File: src/rtl/cache_pkg.sv
// Shared types for the set-associative cache.
// Assumes: nothing beyond standard SystemVerilog.
package cache_pkg;

    // Controller states: miss path is LOOKUP -> WRITEBACK (dirty only) -> FILL -> RESPOND
    typedef enum logic [2:0] {
        ST_IDLE,
        ST_LOOKUP,
        ST_WRITEBACK,
        ST_FILL,
        ST_RESPOND
    } cache_state_e;

    localparam int SIZE_W = 2;

endpackage

File: src/rtl/cache_tag_match.sv
// Compares the request tag against every way of one set in parallel.
// Assumes: at most one way holds a given valid tag.
module cache_tag_match #(
    parameter int WAYS  = 2,
    parameter int TAG_W = 10,
    parameter int WAY_W = 1
) (
    input  logic [WAYS-1:0]       way_valid,
    input  logic [WAYS*TAG_W-1:0] way_tags,
    input  logic [TAG_W-1:0]      req_tag,
    output logic [WAYS-1:0]       hit_vec,
    output logic                  hit,
    output logic [WAY_W-1:0]      hit_way
);

    // One comparator per way
    for (genvar g = 0; g < WAYS; g++) begin : g_cmp
        assign hit_vec[g] = way_valid[g] && (way_tags[g*TAG_W +: TAG_W] == req_tag);
    end

    assign hit = |hit_vec;

    // Encode the matching way as an index
    always_comb begin
        hit_way = '0;
        for (int w = 0; w < WAYS; w++) begin
            if (hit_vec[w]) hit_way = WAY_W'(w);
        end
    end

endmodule

File: src/rtl/cache_victim_sel.sv
// Picks the way to replace: lowest-numbered invalid way, otherwise the oldest.
// Assumes: ages within a set are a permutation of 0..WAYS-1.
module cache_victim_sel #(
    parameter int WAYS  = 2,
    parameter int WAY_W = 1
) (
    input  logic [WAYS-1:0]       way_valid,
    input  logic [WAYS*WAY_W-1:0] way_ages,
    output logic [WAY_W-1:0]      victim
);

    // Oldest way first, then any invalid way overrides (lowest index wins)
    always_comb begin
        victim = '0;
        for (int w = 0; w < WAYS; w++) begin
            if (way_ages[w*WAY_W +: WAY_W] == WAY_W'(WAYS-1)) victim = WAY_W'(w);
        end
        for (int w = WAYS-1; w >= 0; w--) begin
            if (!way_valid[w]) victim = WAY_W'(w);
        end
    end

endmodule

File: src/rtl/cache_lru_ages.sv
// Per-set recency ages: 0 is most recent, WAYS-1 is least recent.
// Assumes: touch_way is a legal way index when touch_en is high.
module cache_lru_ages #(
    parameter int SETS  = 4,
    parameter int WAYS  = 2,
    parameter int WAY_W = 1,
    parameter int IDX_W = 2
) (
    input  logic                  clk,
    input  logic                  rst_n,
    input  logic                  touch_en,
    input  logic [IDX_W-1:0]      touch_set,
    input  logic [WAY_W-1:0]      touch_way,
    input  logic [IDX_W-1:0]      rd_set,
    output logic [WAYS*WAY_W-1:0] rd_ages
);

    logic [WAYS*WAY_W-1:0] age_q [SETS];
    logic [WAYS*WAY_W-1:0] touched;
    logic [WAYS*WAY_W-1:0] next_ages;
    logic [WAY_W-1:0]      ref_age;
    logic [WAY_W-1:0]      cur_age;

    // Ages after making touch_way the most recent in its set
    always_comb begin
        touched   = age_q[touch_set];
        ref_age   = touched[touch_way*WAY_W +: WAY_W];
        next_ages = touched;
        for (int w = 0; w < WAYS; w++) begin
            cur_age = touched[w*WAY_W +: WAY_W];
            if (WAY_W'(w) == touch_way)  next_ages[w*WAY_W +: WAY_W] = '0;
            else if (cur_age < ref_age)  next_ages[w*WAY_W +: WAY_W] = cur_age + 1'b1;
        end
    end

    // Age storage: distinct ages at reset, update on touch
    always_ff @(posedge clk) begin
        if (!rst_n) begin
            for (int s = 0; s < SETS; s++) begin
                for (int w = 0; w < WAYS; w++) begin
                    age_q[s][w*WAY_W +: WAY_W] <= WAY_W'(w);
                end
            end
        end else if (touch_en) begin
            age_q[touch_set] <= next_ages;
        end
    end

    assign rd_ages = age_q[rd_set];

endmodule

File: src/rtl/cache_lane_mux.sv
// Extracts the addressed bytes from a block and merges store data into it.
// Assumes: offset + width does not cross the block (checked by the caller).
module cache_lane_mux #(
    parameter int BLOCK_BYTES = 16,
    parameter int WORD_BYTES  = 4,
    parameter int OFF_W       = 4
) (
    input  logic [BLOCK_BYTES*8-1:0] block_in,
    input  logic [OFF_W-1:0]         offset,
    input  logic [1:0]               size,
    input  logic [WORD_BYTES*8-1:0]  wdata,
    output logic [WORD_BYTES*8-1:0]  rdata,
    output logic [BLOCK_BYTES*8-1:0] block_merged
);

    logic [BLOCK_BYTES*8-1:0] shifted;
    int nbytes;

    assign nbytes = 1 << size;

    // Read lanes: shift the target byte down to lane 0, zero unused lanes
    always_comb begin
        shifted = block_in >> {offset, 3'b000};
        for (int b = 0; b < WORD_BYTES; b++) begin
            rdata[b*8 +: 8] = (b < nbytes) ? shifted[b*8 +: 8] : 8'h00;
        end
    end

    // Write merge: replace only the bytes covered by the access
    always_comb begin
        block_merged = block_in;
        for (int i = 0; i < BLOCK_BYTES; i++) begin
            if (i >= int'(offset) && i < int'(offset) + nbytes && i - int'(offset) < WORD_BYTES) begin
                block_merged[i*8 +: 8] = wdata[(i - int'(offset))*8 +: 8];
            end
        end
    end

endmodule

File: src/rtl/sa_wb_cache.sv
// Set-associative write-back, write-allocate data cache controller.
// Assumes: one outstanding request; memory returns a whole block per fill;
// SETS, BLOCK_BYTES and WORD_BYTES are powers of two, SETS >= 2.
module sa_wb_cache
    import cache_pkg::*;
#(
    parameter int ADDR_W      = 16,
    parameter int BLOCK_BYTES = 16,
    parameter int SETS        = 4,
    parameter int WAYS        = 2,
    parameter int WORD_BYTES  = 4
) (
    input  logic                     clk,
    input  logic                     rst_n,
    input  logic                     req_valid,
    output logic                     req_ready,
    input  logic                     req_we,
    input  logic [1:0]               req_size,
    input  logic [ADDR_W-1:0]        req_addr,
    input  logic [WORD_BYTES*8-1:0]  req_wdata,
    output logic                     resp_valid,
    output logic                     resp_err,
    output logic [WORD_BYTES*8-1:0]  resp_rdata,
    output logic                     mem_req,
    output logic                     mem_we,
    output logic [ADDR_W-1:0]        mem_addr,
    output logic [BLOCK_BYTES*8-1:0] mem_wdata,
    input  logic [BLOCK_BYTES*8-1:0] mem_rdata,
    input  logic                     mem_ack
);

    localparam int OFF_W    = $clog2(BLOCK_BYTES);
    localparam int IDX_W    = $clog2(SETS);
    localparam int TAG_W    = ADDR_W - OFF_W - IDX_W;
    localparam int WAY_W    = (WAYS > 1) ? $clog2(WAYS) : 1;
    localparam int BLOCK_W  = BLOCK_BYTES * 8;
    localparam int WORD_W   = WORD_BYTES * 8;
    localparam int MAX_SIZE = $clog2(WORD_BYTES);

    cache_state_e state_q;

    // Latched request
    logic              r_we;
    logic [1:0]        r_size;
    logic [ADDR_W-1:0] r_addr;
    logic [WORD_W-1:0] r_wdata;
    logic [WAY_W-1:0]  vict_q;

    // Line storage
    logic [BLOCK_W-1:0] data_arr [SETS][WAYS];
    logic [TAG_W-1:0]   tag_arr  [SETS][WAYS];
    logic [WAYS-1:0]    valid_q  [SETS];
    logic [WAYS-1:0]    dirty_q  [SETS];

    // Address fields
    logic [OFF_W-1:0] r_off;
    logic [IDX_W-1:0] r_idx;
    logic [TAG_W-1:0] r_tag;
    assign r_off = r_addr[OFF_W-1:0];
    assign r_idx = r_addr[OFF_W +: IDX_W];
    assign r_tag = r_addr[ADDR_W-1 -: TAG_W];

    // Selected-set views
    logic [WAYS-1:0]       set_valid;
    logic [WAYS-1:0]       set_dirty;
    logic [WAYS*TAG_W-1:0] set_tags;
    assign set_valid = valid_q[r_idx];
    assign set_dirty = dirty_q[r_idx];
    for (genvar g = 0; g < WAYS; g++) begin : g_tags
        assign set_tags[g*TAG_W +: TAG_W] = tag_arr[r_idx][g];
    end

    // Alignment and width check
    logic [OFF_W-1:0] align_mask;
    logic             misaligned;
    assign align_mask = OFF_W'((32'd1 << r_size) - 32'd1);
    assign misaligned = (int'(r_size) > MAX_SIZE) || ((r_off & align_mask) != '0);

    logic [WAYS-1:0]       hit_vec;
    logic                  hit;
    logic [WAY_W-1:0]      hit_way;
    logic [WAYS*WAY_W-1:0] set_ages;
    logic [WAY_W-1:0]      victim;
    logic [WORD_W-1:0]     lane_rdata;
    logic [BLOCK_W-1:0]    lane_merged;

    cache_tag_match #(.WAYS(WAYS), .TAG_W(TAG_W), .WAY_W(WAY_W)) u_match (
        .way_valid (set_valid),
        .way_tags  (set_tags),
        .req_tag   (r_tag),
        .hit_vec   (hit_vec),
        .hit       (hit),
        .hit_way   (hit_way)
    );

    cache_victim_sel #(.WAYS(WAYS), .WAY_W(WAY_W)) u_victim (
        .way_valid (set_valid),
        .way_ages  (set_ages),
        .victim    (victim)
    );

    logic             touch_en;
    logic [WAY_W-1:0] touch_way;
    assign touch_en  = (state_q == ST_FILL && mem_ack) || (state_q == ST_RESPOND && !misaligned);
    assign touch_way = (state_q == ST_FILL) ? vict_q : hit_way;

    cache_lru_ages #(.SETS(SETS), .WAYS(WAYS), .WAY_W(WAY_W), .IDX_W(IDX_W)) u_lru (
        .clk       (clk),
        .rst_n     (rst_n),
        .touch_en  (touch_en),
        .touch_set (r_idx),
        .touch_way (touch_way),
        .rd_set    (r_idx),
        .rd_ages   (set_ages)
    );

    cache_lane_mux #(.BLOCK_BYTES(BLOCK_BYTES), .WORD_BYTES(WORD_BYTES), .OFF_W(OFF_W)) u_lane (
        .block_in     (data_arr[r_idx][hit_way]),
        .offset       (r_off),
        .size         (r_size),
        .wdata        (r_wdata),
        .rdata        (lane_rdata),
        .block_merged (lane_merged)
    );

    // Memory port driven straight from the state
    assign req_ready = (state_q == ST_IDLE);
    assign mem_req   = (state_q == ST_WRITEBACK) || (state_q == ST_FILL);
    assign mem_we    = (state_q == ST_WRITEBACK);
    assign mem_addr  = (state_q == ST_WRITEBACK) ? {tag_arr[r_idx][vict_q], r_idx, {OFF_W{1'b0}}}
                                                 : {r_tag, r_idx, {OFF_W{1'b0}}};
    assign mem_wdata = data_arr[r_idx][vict_q];

    // Controller sequence and request latch
    always_ff @(posedge clk) begin
        if (!rst_n) begin
            state_q <= ST_IDLE;
            r_we    <= 1'b0;
            r_size  <= '0;
            r_addr  <= '0;
            r_wdata <= '0;
            vict_q  <= '0;
        end else begin
            case (state_q)
                ST_IDLE: if (req_valid) begin
                    r_we    <= req_we;
                    r_size  <= req_size;
                    r_addr  <= req_addr;
                    r_wdata <= req_wdata;
                    state_q <= ST_LOOKUP;
                end
                ST_LOOKUP: begin
                    if (misaligned || hit) begin
                        state_q <= ST_RESPOND;
                    end else begin
                        vict_q  <= victim;
                        state_q <= (set_valid[victim] && set_dirty[victim]) ? ST_WRITEBACK : ST_FILL;
                    end
                end
                ST_WRITEBACK: if (mem_ack) state_q <= ST_FILL;
                ST_FILL:      if (mem_ack) state_q <= ST_RESPOND;
                ST_RESPOND:   state_q <= ST_IDLE;
                default:      state_q <= ST_IDLE;
            endcase
        end
    end

    // Response registers: one pulse per request
    always_ff @(posedge clk) begin
        if (!rst_n) begin
            resp_valid <= 1'b0;
            resp_err   <= 1'b0;
            resp_rdata <= '0;
        end else begin
            resp_valid <= (state_q == ST_RESPOND);
            if (state_q == ST_RESPOND) begin
                resp_err   <= misaligned;
                resp_rdata <= (misaligned || r_we) ? '0 : lane_rdata;
            end
        end
    end

    // Valid and dirty bits: set on fill or store, cleared by reset
    always_ff @(posedge clk) begin
        if (!rst_n) begin
            for (int s = 0; s < SETS; s++) begin
                valid_q[s] <= '0;
                dirty_q[s] <= '0;
            end
        end else if (state_q == ST_FILL && mem_ack) begin
            valid_q[r_idx][vict_q] <= 1'b1;
            dirty_q[r_idx][vict_q] <= 1'b0;
        end else if (state_q == ST_RESPOND && !misaligned && r_we) begin
            dirty_q[r_idx][hit_way] <= 1'b1;
        end
    end

    // Data and tag storage: fill writes the block, store merges bytes
    always_ff @(posedge clk) begin
        if (state_q == ST_FILL && mem_ack) begin
            data_arr[r_idx][vict_q] <= mem_rdata;
            tag_arr[r_idx][vict_q]  <= r_tag;
        end else if (state_q == ST_RESPOND && !misaligned && r_we) begin
            data_arr[r_idx][hit_way] <= lane_merged;
        end
    end

    // ---------------- assertions ----------------
    logic [WAYS*SETS-1:0] valid_flat;
    for (genvar s = 0; s < SETS; s++) begin : g_vflat
        assign valid_flat[s*WAYS +: WAYS] = valid_q[s];
    end

    // no two ways of a set match the same tag
    a_r2_single_hit: assert property (@(posedge clk) disable iff (!rst_n)
        (state_q == ST_LOOKUP) |-> $onehot0(hit_vec));

    // while a way is empty, the chosen victim is empty
    a_r3_empty_first: assert property (@(posedge clk) disable iff (!rst_n)
        (state_q == ST_LOOKUP && !hit && !misaligned && !(&set_valid)) |-> !set_valid[victim]);

    // after a fill the request is served from a now-present line
    a_r6_respond_hits: assert property (@(posedge clk) disable iff (!rst_n)
        (state_q == ST_RESPOND && !misaligned) |-> hit);

    // a completed write-back is followed by the fill read
    a_r5_wb_then_fill: assert property (@(posedge clk) disable iff (!rst_n)
        (mem_req && mem_we && mem_ack) |=> (mem_req && !mem_we));

    // memory request held steady until acknowledged
    a_r9_mem_hold: assert property (@(posedge clk) disable iff (!rst_n)
        (mem_req && !mem_ack) |=> (mem_req && $stable(mem_we) && $stable(mem_addr)));

    // response is a single-cycle pulse, issued while idle
    a_r9_resp_pulse: assert property (@(posedge clk) disable iff (!rst_n)
        resp_valid |=> !resp_valid);
    a_r9_resp_idle: assert property (@(posedge clk) disable iff (!rst_n)
        resp_valid |-> req_ready);

    // an error response comes with no memory activity
    a_r8_err_quiet: assert property (@(posedge clk) disable iff (!rst_n)
        (resp_valid && resp_err) |-> !mem_req);

    // reset leaves no valid line
    a_r10_reset_clear: assert property (@(posedge clk)
        !rst_n |=> (valid_flat == '0));

endmodule

File: config.mk
export PLATFORM = sky130hd
export DESIGN_NAME = sa_wb_cache
export DESIGN_NICKNAME = d
export VERILOG_FILES = /design/src/rtl/cache_pkg.sv /design/src/rtl/cache_tag_match.sv /design/src/rtl/cache_victim_sel.sv /design/src/rtl/cache_lru_ages.sv /design/src/rtl/cache_lane_mux.sv /design/src/rtl/sa_wb_cache.sv
export SDC_FILE = /design/constraint.sdc
export NUM_CORES = 2
export LEC_CHECK = 0
export BUFFER_PORTS_ARGS = -buffer_cell sky130_fd_sc_hd__buf_2
export CAP_MARGIN = 20
export CORE_MARGIN = 4
export CORE_UTILIZATION = 30
export DETAILED_ROUTE_END_ITERATION = 10
export SYNTH_ARGS = -nofsm -noshare
export SYNTH_HDL_FRONTEND = slang
export SYNTH_SLANG_ARGS = --single-unit
File: constraint.sdc
create_clock -name clk -period 23.2 [get_ports clk]
set_input_delay 0 -clock clk [delete_from_list [all_inputs] [get_ports clk]]
set_output_delay 0 -clock clk [all_outputs]
set_load 0.05 [all_outputs]
==> impl_metrics.tcl <==
set metrics [dict create \
    status "complete, no violations" \
    synth-edff-count 1127 \
    finalNonFillerCells 7002 \
    initial_core_util_pct 30.22 \
    cpLargestDelayFamily "buffers and inverters" \
    critical-path-max-stage-delay_ns 0.89 \
    synth_cell_types 82 \
    grt_pass1_wl_um 309500 \
    slew_violations 0 \
    ys_warn_count 0 \
    cts-resized-gates 0 \
    startpoint_type "flop" \
    criticalPathCategory "flop to flop" \
    dieWidth_um 443.4 \
    critPathCaptureType "flop" \
    fin_tns_setup_ns 0 \
    critPathBufInv 4 \
    cap_violations 0 \
    peakVddDrop_uv 67.87 \
    hold_path_class "input port to flop" \
    cts_sinks 1219 \
    ys_ff_latch 1219 \
    antenna_found_initial 34 \
    clkLatencyLatePin_ns 0.80 \
    h-tree-depth 4 \
    rsz0062_at_grt "no" \
    hold_viol_final 0 \
    die_h_um 443.4 \
    overflow 0 \
    synthFlopType "edfxtp_1" \
    hold_ws_ns 0.07243 \
    avgViaCountPerCell 5.615 \
    routed-via-count 39320 \
    ys_seq_area_share_pct 62.74 \
    grt_pass1_vias 38520 \
    critical_path_arrival_ns 7.41 \
    wire_per_inst_um 32.00 \
    cp_cell_sequence "buf_4, mux4_2, xnor2_1, and3_1, nand4_4, buf_4, buf_4, buf_4, mux2i_1, mux2_2, a31oi_1, a32o_1" \
    io_pins 364 \
    clockBufferDepth 3 \
    syn_to_final_growth_pct 19.59 \
    crit_top_cell "buf_4" \
    drt-total-wl_um 224000 \
    die_area_mm2 0.1966 \
    grt_max_degree 168 \
    drtIter0Drc 5077 \
    fin_crit_sh_pct 28.95 \
    fillers 17910 \
    tritoncts "done" \
    drive_gt1_share_pct 27.71 \
    synth_largest_area_cell "edfxtp_1" \
    dp.cells 6523 \
    path_max_fanout 44 \
    clock.fmax_ghz 0.1489 \
    p_leak_nw 22.64 \
    power.density_mw_per_mm2 85.05 \
    worstMarginPinSlew_ns 1.201 \
    placementRows 159 \
    grt_use_total_pct 22.23 \
    io_buffers 359 \
    synth_top_cell_area_share_pct 59.50 \
    post_cts_buffers 0 \
    dp_hpwl_um 154100 \
    syn_area_per_cell_um2 14.81 \
    layout.nets 4594 \
    setup_viol 0 \
    crit_path_top_delay_cell "mux2i_1" \
    skew_ns 0.03745 \
    cts-hold-fix-buffers 225 \
    root_buffer "clkbuf_16" \
    async_reset_ff_share_pct 0 \
    synthCells 3840 \
    min_period_ns 6.716 \
    gp_congestion 1.021 \
    drc 0 \
    core-area_mm2 0.1882 \
    cts_buffers 130 \
    antenna_left 0 \
    max_slew_margin_pct 17.62 \
    path_clk_slew_ns 0.07 \
    required_ns 23.90 \
    first_pass_iters 9 \
    synthesis.area_mm2 0.05688 \
    synth.area.top_cells "edfxtp_1 (60%), mux4_2 (12%), mux2_2 (4.4%)" \
]
## routing by layer
layer	wire length, um	global-route usage, %	part of all wire, %	vias up
li1	-	-	-	16290
met1	83520	27.20	37	20220
met2	105600	35.83	47	2212
met3	17410	4.399	7.8	578
met4	17410	14.50	7.8	12
met5	88	0.5128	0.039	-
## tightest hold or removal path: cells and delay by family
family / cells / cell delay [ns]
simple gates: 1 / 0.06
buf+inv: 2 / 0.63
compound gates: 1 / 0.12
## synthesized netlist by cell type (19+ instances only)
cell and count:
mux4_2 314, a21oi_1 375, mux2_2 220, a22o_1 19, edfxtp_1 1127, a31oi_1 55
a21o_1 30, a22oi_1 35, nand3_1 20, o21ai_0 84, clkbuf_1 161, xnor2_1 25
dfxtp_1 92, buf_4 19, mux2i_1 151, ha_1 23, nor2_1 388, nor3_1 28
buf_1 28, buf_2 55, nand2_1 311, a221oi_1 25
## flip-flops by register name, summed over array words and instances (netlist names), 8 cells and up, named ones only
name / flops
r_addr: 16
valid_q: 8
u_lru.age_q: 8
resp_rdata: 32
data_arr: 1024
tag_arr: 80
dirty_q: 8
r_wdata: 32
## report_power, final
part           internal, mW  total [mW]  switching [mW]
registers              2.43        2.48          0.0510
logic                 0.381        1.26           0.882
clock network          1.16        2.05           0.890
## final timing paths
| kind | from | end | slack, ns | cells after the start |
|---|---|---|---|---|
| max | flop | resp_rdata[5] | 16.48 | 12 |
| min | req_wdata[1] | r_wdata[1] | 0.07 | 4 |
| max reg2reg | flop | resp_rdata[5] | 16.48 | 12 |
| min reg2reg | resp_rdata[26] | resp_rdata[26] | 0.47 | 2 |
## metrics by stage
stage          power (mW)  setup WS [ns]  instance area, um^2  utilization [%]
2_1_floorplan       3.240          14.84                56890                -
3_3_place_gp        3.723          16.37                61510            32.68
3_5_place_dp        3.724          16.39                61580            32.72
4_1_cts             5.794          16.40                67950            36.10
5_1_grt             5.952          16.15                68000            36.13
6_report            5.785          16.48                68020            36.14
## cells by family (layout without fill, tap and decap cells)
family                   after synthesis  after routing  synth area share (%)
AO/OA/AOI/OAI                        755            755                 8.137
XOR/XNOR                              32             32                0.5192
adder cells (fa/ha/maj)               24             24                0.5236
buffers and inverters                293            939                 2.354
flip-flops                          1219           1219                 62.74
multiplexers                         698            698                 19.84
other                                  1             22              0.006593
AND/OR/NAND/NOR                      818            818                 5.885
## layout by cell type (no fill, tap or decap), drive strengths merged, types with 30 or more instances in the layout
cell type    Yosys  final
clkbuf         161    166
a22oi           35     35
a21o            30     30
a31oi           55     55
dlygate4sd3      0    225
clkinv           3     45
buf            113    462
nand2          311    311
mux4           316    316
edfxtp        1127   1127
o21ai           88     88
mux2i          162    162
dfxtp           92     92
mux2           220    220
nor2           389    389
a21oi          375    375
## cell type report
type | instances | area, um^2 | share of cell area (%)
diodes | 18 | 45.04 | 0.06622
clock buffers | 166 | 3502 | 5.149
clock inverters | 67 | 610.6 | 0.8977
inverters | 19 | 71.32 | 0.1049
multi-input cells | 2331 | 20050 | 29.48
flip-flops and latches | 1219 | 35710 | 52.50
well taps | 2495 | 3122 | 4.590
repair buffers | 687 | 4907 | 7.215
No activity file was read; power rests on OpenSTA's default activity.
